### config.mk
export PLATFORM = sky130hd
export DESIGN_NAME = fifo_pwm
export DESIGN_NICKNAME = d
export VERILOG_FILES = /design/src/rtl/fifo_pwm_pkg.sv /design/src/rtl/fifo_pwm_fifo.sv /design/src/rtl/fifo_pwm_tick.sv /design/src/rtl/fifo_pwm_core.sv /design/src/rtl/fifo_pwm.sv
export SDC_FILE = /design/constraint.sdc
export NUM_CORES = 1
export LEC_CHECK = 0
export BUFFER_PORTS_ARGS = -buffer_cell sky130_fd_sc_hd__clkbuf_2
export CORE_MARGIN = 3
export CORE_UTILIZATION = 56
export CTS_BUF_LIST = sky130_fd_sc_hd__clkbuf_4 sky130_fd_sc_hd__clkbuf_8
export DETAILED_ROUTE_END_ITERATION = 10
export PLACE_DENSITY = 0.78
export SYNTH_ARGS = -nofsm -noshare
export SYNTH_HDL_FRONTEND = slang
export SYNTH_HIERARCHICAL = 1
export SYNTH_SLANG_ARGS = --single-unit
### constraint.sdc
create_clock -name clk -period 4.8 [get_ports clk]
set_input_delay 0.24 -clock clk [delete_from_list [all_inputs] [get_ports clk]]
set_output_delay 0.24 -clock clk [all_outputs]
set_load 0.03 [all_outputs]
### src/rtl/fifo_pwm_pkg.sv
// Shared constants and encodings for the FIFO-fed PWM.
// Assumes a 32-bit register port with word addresses.
package fifo_pwm_pkg;
    localparam int BUS_W   = 32;
    localparam int ADDR_W  = 3;

    localparam logic [ADDR_W-1:0] A_CTRL = 3'd0;
    localparam logic [ADDR_W-1:0] A_STAT = 3'd1;
    localparam logic [ADDR_W-1:0] A_SAMP = 3'd3;
    localparam logic [ADDR_W-1:0] A_PER  = 3'd4;

    // control field positions
    localparam int C_EN    = 0;
    localparam int C_REP   = 1;
    localparam int C_SRST  = 3;
    localparam int C_PRE   = 4;
    localparam int C_SRC   = 16;
    localparam int C_MODE  = 18;

    // status flag positions
    localparam int S_EMPTY = 3;
    localparam int S_ROLL  = 4;
    localparam int S_CMP   = 5;
    localparam int S_WERR  = 6;

    typedef enum logic [1:0] {
        OUT_NORMAL = 2'd0,
        OUT_INVERT = 2'd1,
        OUT_LOW_A  = 2'd2,
        OUT_LOW_B  = 2'd3
    } out_mode_e;

    typedef enum logic [1:0] {
        SRC_NONE = 2'd0,
        SRC_BUS  = 2'd1,
        SRC_FAST = 2'd2,
        SRC_SLOW = 2'd3
    } tick_src_e;
endpackage

### src/rtl/fifo_pwm_fifo.sv
// Sample queue: a small circular buffer with a fill count.
// Assumes the caller never pushes when full or pops when empty.
module fifo_pwm_fifo #(
    parameter int W      = 16,
    parameter int DEPTH  = 4,
    parameter int FILL_W = $clog2(DEPTH + 1)
) (
    input  logic              clk,
    input  logic              rst_n,
    input  logic              clr,
    input  logic              push,
    input  logic [W-1:0]      din,
    input  logic              pop,
    output logic [W-1:0]      dout,
    output logic [FILL_W-1:0] fill,
    output logic              full,
    output logic              empty
);
    localparam int PTR_W = (DEPTH > 1) ? $clog2(DEPTH) : 1;

    logic [W-1:0]     mem [DEPTH];
    logic [PTR_W-1:0] wp, rp;

    function automatic logic [PTR_W-1:0] nxt(input logic [PTR_W-1:0] p);
        return (p == PTR_W'(DEPTH - 1)) ? '0 : p + 1'b1;
    endfunction

    // storage write
    always_ff @(posedge clk) begin
        if (push) mem[wp] <= din;
    end

    // pointers and fill count
    always_ff @(posedge clk) begin
        if (!rst_n || clr) begin
            wp   <= '0;
            rp   <= '0;
            fill <= '0;
        end else begin
            if (push) wp <= nxt(wp);
            if (pop)  rp <= nxt(rp);
            fill <= fill + FILL_W'(push) - FILL_W'(pop);
        end
    end

    assign dout  = mem[rp];
    assign full  = (fill == FILL_W'(DEPTH));
    assign empty = (fill == '0);
endmodule

### src/rtl/fifo_pwm_tick.sv
// Strobe select and prescaler: emits one tick per PRE+1 selected strobes.
// Assumes the strobes are already synchronous to clk.
module fifo_pwm_tick #(
    parameter int PRE_W = 12
) (
    input  logic             clk,
    input  logic             rst_n,
    input  logic             clr,
    input  logic [1:0]       src,
    input  logic             tick_bus,
    input  logic             tick_fast,
    input  logic             tick_slow,
    input  logic [PRE_W-1:0] pre,
    output logic             ptick
);
    import fifo_pwm_pkg::*;

    logic             strobe;
    logic [PRE_W-1:0] pcnt;
    logic             wrap;

    // pick the selected strobe
    always_comb begin
        case (tick_src_e'(src))
            SRC_BUS:  strobe = tick_bus;
            SRC_FAST: strobe = tick_fast;
            SRC_SLOW: strobe = tick_slow;
            default:  strobe = 1'b0;
        endcase
    end

    assign wrap  = (pcnt >= pre);
    assign ptick = strobe && wrap && !clr;

    // divide counter
    always_ff @(posedge clk) begin
        if (!rst_n || clr)  pcnt <= '0;
        else if (strobe)    pcnt <= wrap ? '0 : pcnt + 1'b1;
    end
endmodule

### src/rtl/fifo_pwm_core.sv
// Period counter, repeat counter and active sample register.
// Raises a pop request at enable and at the end of each repeat run.
// Assumes period and repeat settings change only between runs.
module fifo_pwm_core #(
    parameter int W     = 16,
    parameter int REP_W = 2
) (
    input  logic             clk,
    input  logic             rst_n,
    input  logic             clr,
    input  logic             en,
    input  logic             start,
    input  logic             ptick,
    input  logic [W-1:0]     period,
    input  logic [REP_W-1:0] rep_sel,
    input  logic [W-1:0]     head,
    input  logic             head_ok,
    output logic [W-1:0]     active,
    output logic             pop,
    output logic             ev_roll,
    output logic             ev_cmp,
    output logic             ev_starve,
    output logic             below
);
    localparam int RC_W = (1 << REP_W) - 1;

    logic [W-1:0]    cnt, last;
    logic [RC_W-1:0] rep_cnt, rep_end;
    logic            advance;

    // all-ones period behaves as all-ones minus one: last count is all ones
    assign last      = (&period) ? period : period + 1'b1;
    assign rep_end   = RC_W'((1 << rep_sel) - 1);
    assign ev_roll   = en && ptick && (cnt >= last);
    assign ev_cmp    = en && ptick && (cnt == active);
    assign advance   = ev_roll && (rep_cnt == rep_end);
    assign pop       = (start || advance) && head_ok;
    assign ev_starve = advance && !head_ok;
    assign below     = (cnt < active);

    // period and repeat counters
    always_ff @(posedge clk) begin
        if (!rst_n || clr || !en || start) begin
            cnt     <= '0;
            rep_cnt <= '0;
        end else if (ev_roll) begin
            cnt     <= '0;
            rep_cnt <= advance ? '0 : rep_cnt + 1'b1;
        end else if (ptick) begin
            cnt     <= cnt + 1'b1;
        end
    end

    // active sample; kept when the queue is empty
    always_ff @(posedge clk) begin
        if (!rst_n || clr) active <= '0;
        else if (pop)      active <= head;
    end
endmodule

### src/rtl/fifo_pwm.sv
// FIFO-fed PWM top: register port, flags, soft reset and output stage.
// Assumes a single-cycle write strobe and combinational reads.
module fifo_pwm #(
    parameter int DATA_W      = 16,
    parameter int PRE_W       = 12,
    parameter int FIFO_DEPTH  = 4,
    parameter int SRST_CYCLES = 4
) (
    input  logic        clk,
    input  logic        rst_n,
    input  logic        tick_bus,
    input  logic        tick_fast,
    input  logic        tick_slow,
    input  logic        bus_we,
    input  logic [2:0]  bus_addr,
    input  logic [31:0] bus_wdata,
    output logic [31:0] bus_rdata,
    output logic        pwm_out
);
    import fifo_pwm_pkg::*;

    localparam int FILL_W = $clog2(FIFO_DEPTH + 1);
    localparam int SR_W   = $clog2(SRST_CYCLES + 1);

    logic              en;
    logic [1:0]        rep_sel, src, mode;
    logic [PRE_W-1:0]  pre;
    logic [DATA_W-1:0] period, active, head;
    logic [SR_W-1:0]   srst_cnt;
    logic              busy;
    logic              f_empty, f_roll, f_cmp, f_werr;
    logic [FILL_W-1:0] fill;
    logic              full, empty, push, pop, start, ptick, below;
    logic              ev_roll, ev_cmp, ev_starve;
    logic              wr_ctrl, wr_stat, wr_samp, wr_per;
    logic              unused_hi;

    assign unused_hi = ^bus_wdata[31:20];

    assign busy    = (srst_cnt != '0);
    assign wr_ctrl = bus_we && !busy && (bus_addr == A_CTRL);
    assign wr_stat = bus_we && !busy && (bus_addr == A_STAT);
    assign wr_samp = bus_we && !busy && (bus_addr == A_SAMP);
    assign wr_per  = bus_we && !busy && (bus_addr == A_PER);
    assign start   = wr_ctrl && bus_wdata[C_EN] && !bus_wdata[C_SRST] && !en;
    assign push    = wr_samp && !full;

    // soft reset sequencer
    always_ff @(posedge clk) begin
        if (!rst_n)                           srst_cnt <= '0;
        else if (wr_ctrl && bus_wdata[C_SRST]) srst_cnt <= SR_W'(SRST_CYCLES);
        else if (busy)                        srst_cnt <= srst_cnt - 1'b1;
    end

    // control and period registers
    always_ff @(posedge clk) begin
        if (!rst_n || busy) begin
            en <= 1'b0; rep_sel <= '0; pre <= '0; src <= '0; mode <= '0;
            period <= '0;
        end else begin
            if (wr_ctrl) begin
                en      <= bus_wdata[C_EN] && !bus_wdata[C_SRST];
                rep_sel <= bus_wdata[C_SRST] ? '0 : bus_wdata[C_REP +: 2];
                pre     <= bus_wdata[C_SRST] ? '0 : bus_wdata[C_PRE +: PRE_W];
                src     <= bus_wdata[C_SRST] ? '0 : bus_wdata[C_SRC +: 2];
                mode    <= bus_wdata[C_SRST] ? '0 : bus_wdata[C_MODE +: 2];
            end
            if (wr_per) period <= bus_wdata[DATA_W-1:0];
        end
    end

    // sticky flags, write one to clear
    always_ff @(posedge clk) begin
        if (!rst_n || busy) begin
            f_empty <= 1'b0; f_roll <= 1'b0; f_cmp <= 1'b0; f_werr <= 1'b0;
        end else begin
            f_empty <= (f_empty && !(wr_stat && bus_wdata[S_EMPTY])) || ev_starve;
            f_roll  <= (f_roll  && !(wr_stat && bus_wdata[S_ROLL]))  || ev_roll;
            f_cmp   <= (f_cmp   && !(wr_stat && bus_wdata[S_CMP]))   || ev_cmp;
            f_werr  <= (f_werr  && !(wr_stat && bus_wdata[S_WERR]))  || (wr_samp && full);
        end
    end

    fifo_pwm_fifo #(.W(DATA_W), .DEPTH(FIFO_DEPTH), .FILL_W(FILL_W)) u_fifo (
        .clk(clk), .rst_n(rst_n), .clr(busy), .push(push),
        .din(bus_wdata[DATA_W-1:0]), .pop(pop), .dout(head),
        .fill(fill), .full(full), .empty(empty)
    );

    fifo_pwm_tick #(.PRE_W(PRE_W)) u_tick (
        .clk(clk), .rst_n(rst_n), .clr(busy || !en || start), .src(src),
        .tick_bus(tick_bus), .tick_fast(tick_fast), .tick_slow(tick_slow),
        .pre(pre), .ptick(ptick)
    );

    fifo_pwm_core #(.W(DATA_W), .REP_W(2)) u_core (
        .clk(clk), .rst_n(rst_n), .clr(busy), .en(en), .start(start),
        .ptick(ptick), .period(period), .rep_sel(rep_sel), .head(head),
        .head_ok(!empty), .active(active), .pop(pop), .ev_roll(ev_roll),
        .ev_cmp(ev_cmp), .ev_starve(ev_starve), .below(below)
    );

    // output stage
    always_comb begin
        case (out_mode_e'(mode))
            OUT_NORMAL: pwm_out = en && below;
            OUT_INVERT: pwm_out = en && !below;
            default:    pwm_out = 1'b0;
        endcase
    end

    // register read mux
    always_comb begin
        bus_rdata = '0;
        case (bus_addr)
            A_CTRL: begin
                bus_rdata[C_EN]          = en;
                bus_rdata[C_REP +: 2]    = rep_sel;
                bus_rdata[C_SRST]        = busy;
                bus_rdata[C_PRE +: PRE_W] = pre;
                bus_rdata[C_SRC +: 2]    = src;
                bus_rdata[C_MODE +: 2]   = mode;
            end
            A_STAT: begin
                bus_rdata[FILL_W-1:0] = fill;
                bus_rdata[S_EMPTY]    = f_empty;
                bus_rdata[S_ROLL]     = f_roll;
                bus_rdata[S_CMP]      = f_cmp;
                bus_rdata[S_WERR]     = f_werr;
            end
            A_SAMP:  bus_rdata[DATA_W-1:0] = en ? active : '0;
            A_PER:   bus_rdata[DATA_W-1:0] = period;
            default: bus_rdata = '0;
        endcase
    end
endmodule

==> out/results.ini, run 1 <==
[logic_synthesis]
yosysTopAreaCellShare_pct=22.4
synthCells=861
synthArstFlopShare_pct=0
yosysMostFrequentCell=dfxtp_1
synth-edff-count=64
syn_area_per_cell_sq_um=10.2
synth_top_area_cell=dfxtp_1
synth_common_cells=dfxtp_1, nand2_1, edfxtp_1
ys_seq_area_share_pct=44.4
yosys-top-cells-area=dfxtp_1, edfxtp_1, ha_1, mux2i_1, nand2_1
synth-warning-count=6
synth-main-ff-cell=dfxtp_1
yosys.cell_types.count=67
syn_area_sq_mm=0.00875
synth_seq_cells=162

[floorplan]
die_y_um=131
ios=74
fp.dieW_um=131
rows=45
start_util_pct=57.4
die-area_sq_mm=0.0172
core_sq_mm=0.0153

[global_routing]
gr-total-overflow=0
antenna_found_initial=0
track_usage_pct=25.3
grt_pass1_wl_um=33300
grt_max_degree=40
grt_pass1_vias=6296

[layout]
nNetsFinal=994
syn_to_final_growth_pct=8.26
nFillCells=1244
diodes=0
layout-drive-gt1-share_pct=13.8

[critical_path]
endpoint_kind=flop
critPathSlowestCell=dfxtp_2
r2r_slack_ns=0.28
crit_type=flop to flop
cp_common_cell=ha_1
critPathMaxStageDelay_ns=0.39
required_ns=5.15
worstPathArrival_ns=4.87
crit_fanout=11
start_kind=flop
crit_chain=nand4_1 > nor3_2 > and3_1 > nand4_1 > buf_4 > mux2i_1 > ha_1 > a2111o_1 > a311oi_1 > a31o_2 > inv_4 > a31oi_4 > inv_2 > ha_1 > inv_1 > ha_1 > fa_1 > xor3_1 > nor2_1

[routing]
drt-wirelength-per-cell_um=18.6
dr.pass1.iters=6
drtIter0Drc=691
drt-total-wl_um=20700
via_per_inst=5.91
drcViolationCount=0
postRouteAntennaNets=0
vias=6609

[flow_run]
cap_violations=0

[cts]
root_buffer=clkbuf_8
cts_buffers=17
htreeDepth=4
clkTransAtPathRegs_ns=0.10
insertion_delay_ns=0.46
postCtsSetupBuffers=0
clock_sinks=162
cts_tree=done
ctsLongestPathBuffers=2

[sta]
tightest_slew_ns=1.03
rsz0062_at_grt=false
fin_hold_ws_ns=0.0313
hold_violations=0
fmaxAchievable_ghz=0.221
slew_headroom_pct=31.4
fin_crit_ns=4.52
fin_crit_sh_pct=94.1
setup_violations=0
fin_skew_ns=0.0193
drv_slew=0
setup_tns_ns=0

[placement]
portBuffers=49
gp_congestion=0.914
dp_hpwl_um=14600

[hold_path]
hold_path_class=input port to flop

[power]
leakage_uw=0.00348
ir_worst_vdd_uv=268
power_density_mw_per_mm2=298

[run_status]
status=complete, no violations

[worst max-delay path, delay by kind of cell (launching register included)]
kind / cells / cell delay [ns]
buffers and inverters: 4 / 0.44
AO/OA/AOI/OAI: 4 / 1.15
flip-flops: 1 / 0.39
adder cells (fa/ha/maj): 4 / 1.09
multiplexers: 1 / 0.17
XOR/XNOR: 1 / 0.22
AND/OR/NAND/NOR: 5 / 0.94
[metrics by stage]
| step | std cells | setup WS [ns] | utilization (%) | area, sq um | total power (uW) |
|---|---|---|---|---|---|
| final | 1118 | 0.282 | 62.1 | 9480 | 2830 |
| after global routing | 1118 | 0.0142 | 62.1 | 9480 | 2940 |
| after CTS | 1118 | 0.227 | 62.0 | 9470 | 2840 |
| after detailed placement | 1084 | 0.240 | 59.1 | 9020 | 1820 |
| after global placement | 1084 | 0.341 | 59.1 | 9020 | 1810 |
| after floorplan | 872 | 0.209 | - | 8790 | 1730 |
[layer usage]
metal	vias to the layer above	wire [um]	global-route usage [%]
met1	3134	8790	35.4
met4	0	467	7.56
li1	3138	-	-
met5	-	0	0
met2	300	9710	39.8
met3	37	1770	5.53
[cell usage in the layout (no fill, tap or decap), types with 13 or more instances in the layout]
| cell type | instances |
|---|---|
| a21oi_1 | 58 |
| and2_1 | 13 |
| clkbuf_2 | 49 |
| clkbuf_8 | 17 |
| dfxtp_1 | 94 |
| edfxtp_1 | 64 |
| ha_1 | 58 |
| inv_1 | 49 |
| mux2i_1 | 39 |
| nand2_1 | 81 |
| nand3_1 | 34 |
| nand4_1 | 18 |
| nand4b_1 | 20 |
| nor2_1 | 52 |
| o21ai_0 | 48 |
| xnor2_1 | 15 |
| xor2_1 | 21 |
[final cells by class]
type	instances	area (sq um)	area share [%]
inverters	51	194	2.05
repair buffers	59	325	3.43
flip-flops and latches	162	3890	41.0
well taps	211	264	2.79
clock inverters	15	194	2.05
clock buffers	17	234	2.47
multi-input cells	603	4380	46.2
[state kept, by name, summed over array words and instances, names as in the netlist, named ones only]
register,count
f_roll,1
u_fifo/fill,3
f_cmp,1
f_werr,1
u_core/rep_cnt,3
src,2
u_core/cnt,16
u_fifo/wp,2
u_fifo/mem,64
pre,12
f_empty,1
rep_sel,2
period,16
u_core/active,16
srst_cnt,3
u_fifo/rp,2
mode,2
u_tick/pcnt,12
en,1
[logic make-up after synthesis]
group / after synthesis / synth area share, %
AOI/OAI and AO/OA: 156 / 10.6
other: 1 / 0.0428
muxes: 56 / 9.01
buffers and inverters: 107 / 6.19
DFF: 162 / 44.4
adders and majority gates: 59 / 8.52
xor gates and xnor gates: 37 / 3.87
and+or+nand+nor: 283 / 17.4
[what timing repair did]
item | 4_1_cts | 5_1_grt
gates resized for setup | 0 | 5
hold buffers | 2 | 0
endpoints found under the setup margin | 0 | 2
hold endpoints to repair | 2 | 0
[report_power, final]
| part | switching [uW] | internal, uW | total, uW | leakage, uW |
|---|---|---|---|---|
| clock | 586 | 447 | 1030 | 0.000215 |
| combinational | 234 | 91.0 | 325 | 0.00189 |
| sequential | 18.7 | 1450 | 1470 | 0.00137 |
| total | 839 | 1990 | 2830 | 0.00348 |
[worst paths after layout]
kind            startpoint             end  cells past startpoint
max reg2reg      period[3]  u_fifo/fill[2]                     19
min reg2reg         f_werr          f_werr                      2
min          bus_wdata[19]         mode[1]                      3
max              period[3]  u_fifo/fill[2]                     19
Note: power is estimated with default switching activity, not from simulation.
==> run 2: changes to the inputs <==
CAP_MARGIN = 10   (was not set)
CORE_UTILIZATION = 59   (was 56)
PLACE_DENSITY = 0.85   (was 0.78)
clock period = 5 ns   (was 4.8 ns; I/O delays follow)
==> out/results.ini, run 2 (synthesis gave the netlist of run 1 again) <==
[critical_path]
endpoint_kind=flop  ; unchanged
required_ns=5.33  ; was 5.15 ns
crit_chain=nand4_1 > nor3_1 > and3_1 > nand4_1 > xor2_1 > ha_1 > nand2b_4 > a2111o_1 > a311oi_1 > a31o_2 > inv_4 > a31oi_4 > inv_2 > ha_1 > inv_1 > ha_1 > fa_1 > xor3_1 > nor2_1  ; was nand4_1 > nor3_2 > and3_1 > nand4_1 > buf_4 > mux2i_1 > ha_1 > a2111o_1 > a311oi_1 > a31o_2 > inv_4 > a31oi_4 > inv_2 > ha_1 > inv_1 > ha_1 > fa_1 > xor3_1 > nor2_1
critPathSlowestCell=dfxtp_1  ; was dfxtp_2
reg2reg_depth=19  ; unchanged
worst_r2r_endpoint=u_fifo/fill[2]  ; unchanged
crit_buf_inv=3  ; was 4
critPathMaxStageDelay_ns=0.47  ; was 0.39 ns
rr_startpoint=period[3]  ; unchanged
crit_fanout=7  ; was 11
worstPathArrival_ns=4.97  ; was 4.87 ns
critPathTopFamily=compound AO/OA/AOI/OAI gates  ; unchanged
cp_common_cell=ha_1  ; unchanged
r2r_slack_ns=0.36  ; was 0.28 ns
start_kind=flop  ; unchanged
crit_type=flop to flop  ; unchanged

[layout]
largest_reg_flops=64  ; unchanged
layout-drive-gt1-share_pct=13.5  ; was 13.8%
final_cell_mix=dfxtp_1, nand2_1, edfxtp_1  ; unchanged
syn_to_final_growth_pct=6.83  ; was 8.26%
fin_util_pct=65.8  ; was 62.1%
mostFrequentLayoutCell=dfxtp_1  ; unchanged
diodes=0  ; unchanged
nFillCells=1126  ; was 1244
top_register=u_fifo/mem  ; unchanged
nNetsFinal=994  ; unchanged

[routing]
drcViolationCount=0  ; unchanged
drt-wirelength-per-cell_um=19.1  ; was 18.6 um
vias=6672  ; was 6609
drtIter0Drc=737  ; was 691
drt-total-wl_um=20800  ; was 20700 um
postRouteAntennaNets=0  ; unchanged
dr.pass1.iters=5  ; was 6
via_per_inst=6.14  ; was 5.91

[floorplan]
ios=74  ; unchanged
die_y_um=128  ; was 131 um
die-area_sq_mm=0.0163  ; was 0.0172 sq mm
start_util_pct=61.6  ; was 57.4%
rows=43  ; was 45
core_sq_mm=0.0142  ; was 0.0153 sq mm
fp.dieW_um=128  ; was 131 um

[hold_path]
holdCritStartpoint=bus_wdata[16]  ; was bus_wdata[19]
whs_path_depth=3  ; unchanged
whs_endpoint=src[0]  ; was mode[1]
hold_path_class=input port to flop  ; unchanged

[global_routing]
gr-total-overflow=0  ; unchanged
track_usage_pct=26.4  ; was 25.3%
grt_max_degree=40  ; unchanged
grt_pass1_wl_um=33500  ; was 33300 um
antenna_found_initial=0  ; unchanged
grt_pass1_vias=6407  ; was 6296

[placement]
dp_hpwl_um=14800  ; was 14600 um
portBuffers=49  ; unchanged
gp_congestion=0.901  ; was 0.914

[cts]
cts_buffers=17  ; unchanged
postCtsSetupBuffers=0  ; unchanged
cts_hold_buffers=0  ; was 2
clock_sinks=162  ; unchanged
htreeDepth=4  ; unchanged
cts_tree=done  ; unchanged
insertion_delay_ns=0.46  ; about the same
ctsResizeCount=0  ; unchanged
ctsLongestPathBuffers=2  ; unchanged
root_buffer=clkbuf_8  ; unchanged
clkTransAtPathRegs_ns=0.08  ; was 0.10 ns

[run_status]
status=complete, no violations  ; unchanged

[sta]
drv_slew=0  ; unchanged
fin_crit_ns=4.64  ; was 4.52 ns
setup_violations=0  ; unchanged
rsz0062_at_grt=false  ; unchanged
fin_skew_ns=0.0164  ; was 0.0193 ns
slew_headroom_pct=19.8  ; was 31.4%
fin_crit_sh_pct=92.8  ; was 94.1%
setup_tns_ns=0  ; unchanged
fmaxAchievable_ghz=0.215  ; was 0.221 GHz
hold_violations=0  ; unchanged
tightest_slew_ns=1.20  ; was 1.03 ns

[power]
ir_worst_vdd_uv=235  ; was 268 uV
power_density_mw_per_mm2=276  ; was 298 mW/mm^2
leakage_uw=0.00345  ; was 0.00348 uW

[flow_run]
cap_violations=0  ; unchanged

[run 2: changes by cell type in the layout (fill, tap and decap cells not counted), moves of 4 or more]
cell | before | now
clkinv_8 | 5 | 0
dfxtp_1 | 94 | 98
dfxtp_2 | 4 | 0
inv_6 | 4 | 0
[run 2: tightest hold or removal path, stage by stage]
cell and delay (ns):
clkbuf_2 0.08, nand4b_1 0.07, a21oi_1 0.06
[run 2: how the worst max path moves through the flow]
stage,startpoint,to,slack [ns],cells after the start
detailed placement,period[3],u_fifo/fill[2],0.52,19
global route,period[3],u_fifo/fill[2],0.08,19
floorplan,period[3],u_fifo/fill[2],0.41,22
global placement,period[3],u_fifo/fill[2],0.64,19
CTS,period[3],u_fifo/fill[2],0.47,19
finish,period[3],u_fifo/fill[2],0.36,19
[run 2: power breakdown]
group	internal, uW	total (uW)	leakage, uW	switching, uW
Sequential	1390	1410	0.00137	17.2
Combinational	88.4	309	0.00189	221
Clock	397	861	0.000186	463
Total	1880	2580	0.00345	702
[run 2: through the flow]
stage | worst slack (ns) | hold WS (ns) | total power [uW] | cells | cell area (sq um)
after floorplan | 0.409 | 0.349 | 1660 | 872 | 8790
after global placement | 0.639 | 0.459 | 1730 | 1055 | 8990
after detailed placement | 0.522 | 0.468 | 1740 | 1055 | 8990
after CTS | 0.470 | 0.0285 | 2590 | 1087 | 9350
after global routing | 0.0809 | 0.0343 | 2680 | 1087 | 9350
final | 0.358 | 0.0556 | 2580 | 1087 | 9350
[run 2: area by class of cell]
class                      count  area, sq um  share of cell area, %
clock buffer                  23          298                   3.18
clock inverter                 9         58.8                  0.629
inverter                      51          194                   2.07
multi-input combinational    603         4370                   46.7
sequential                   162         3880                   41.5
tap                          180          225                   2.41
timing repair buffer          59          320                   3.43
[run 2: layer usage]
metal,track usage [%],wire length [um]
met1,35.5,8560
met2,40.7,9480
met3,5.33,1840
met4,13.0,899
met5,0,0
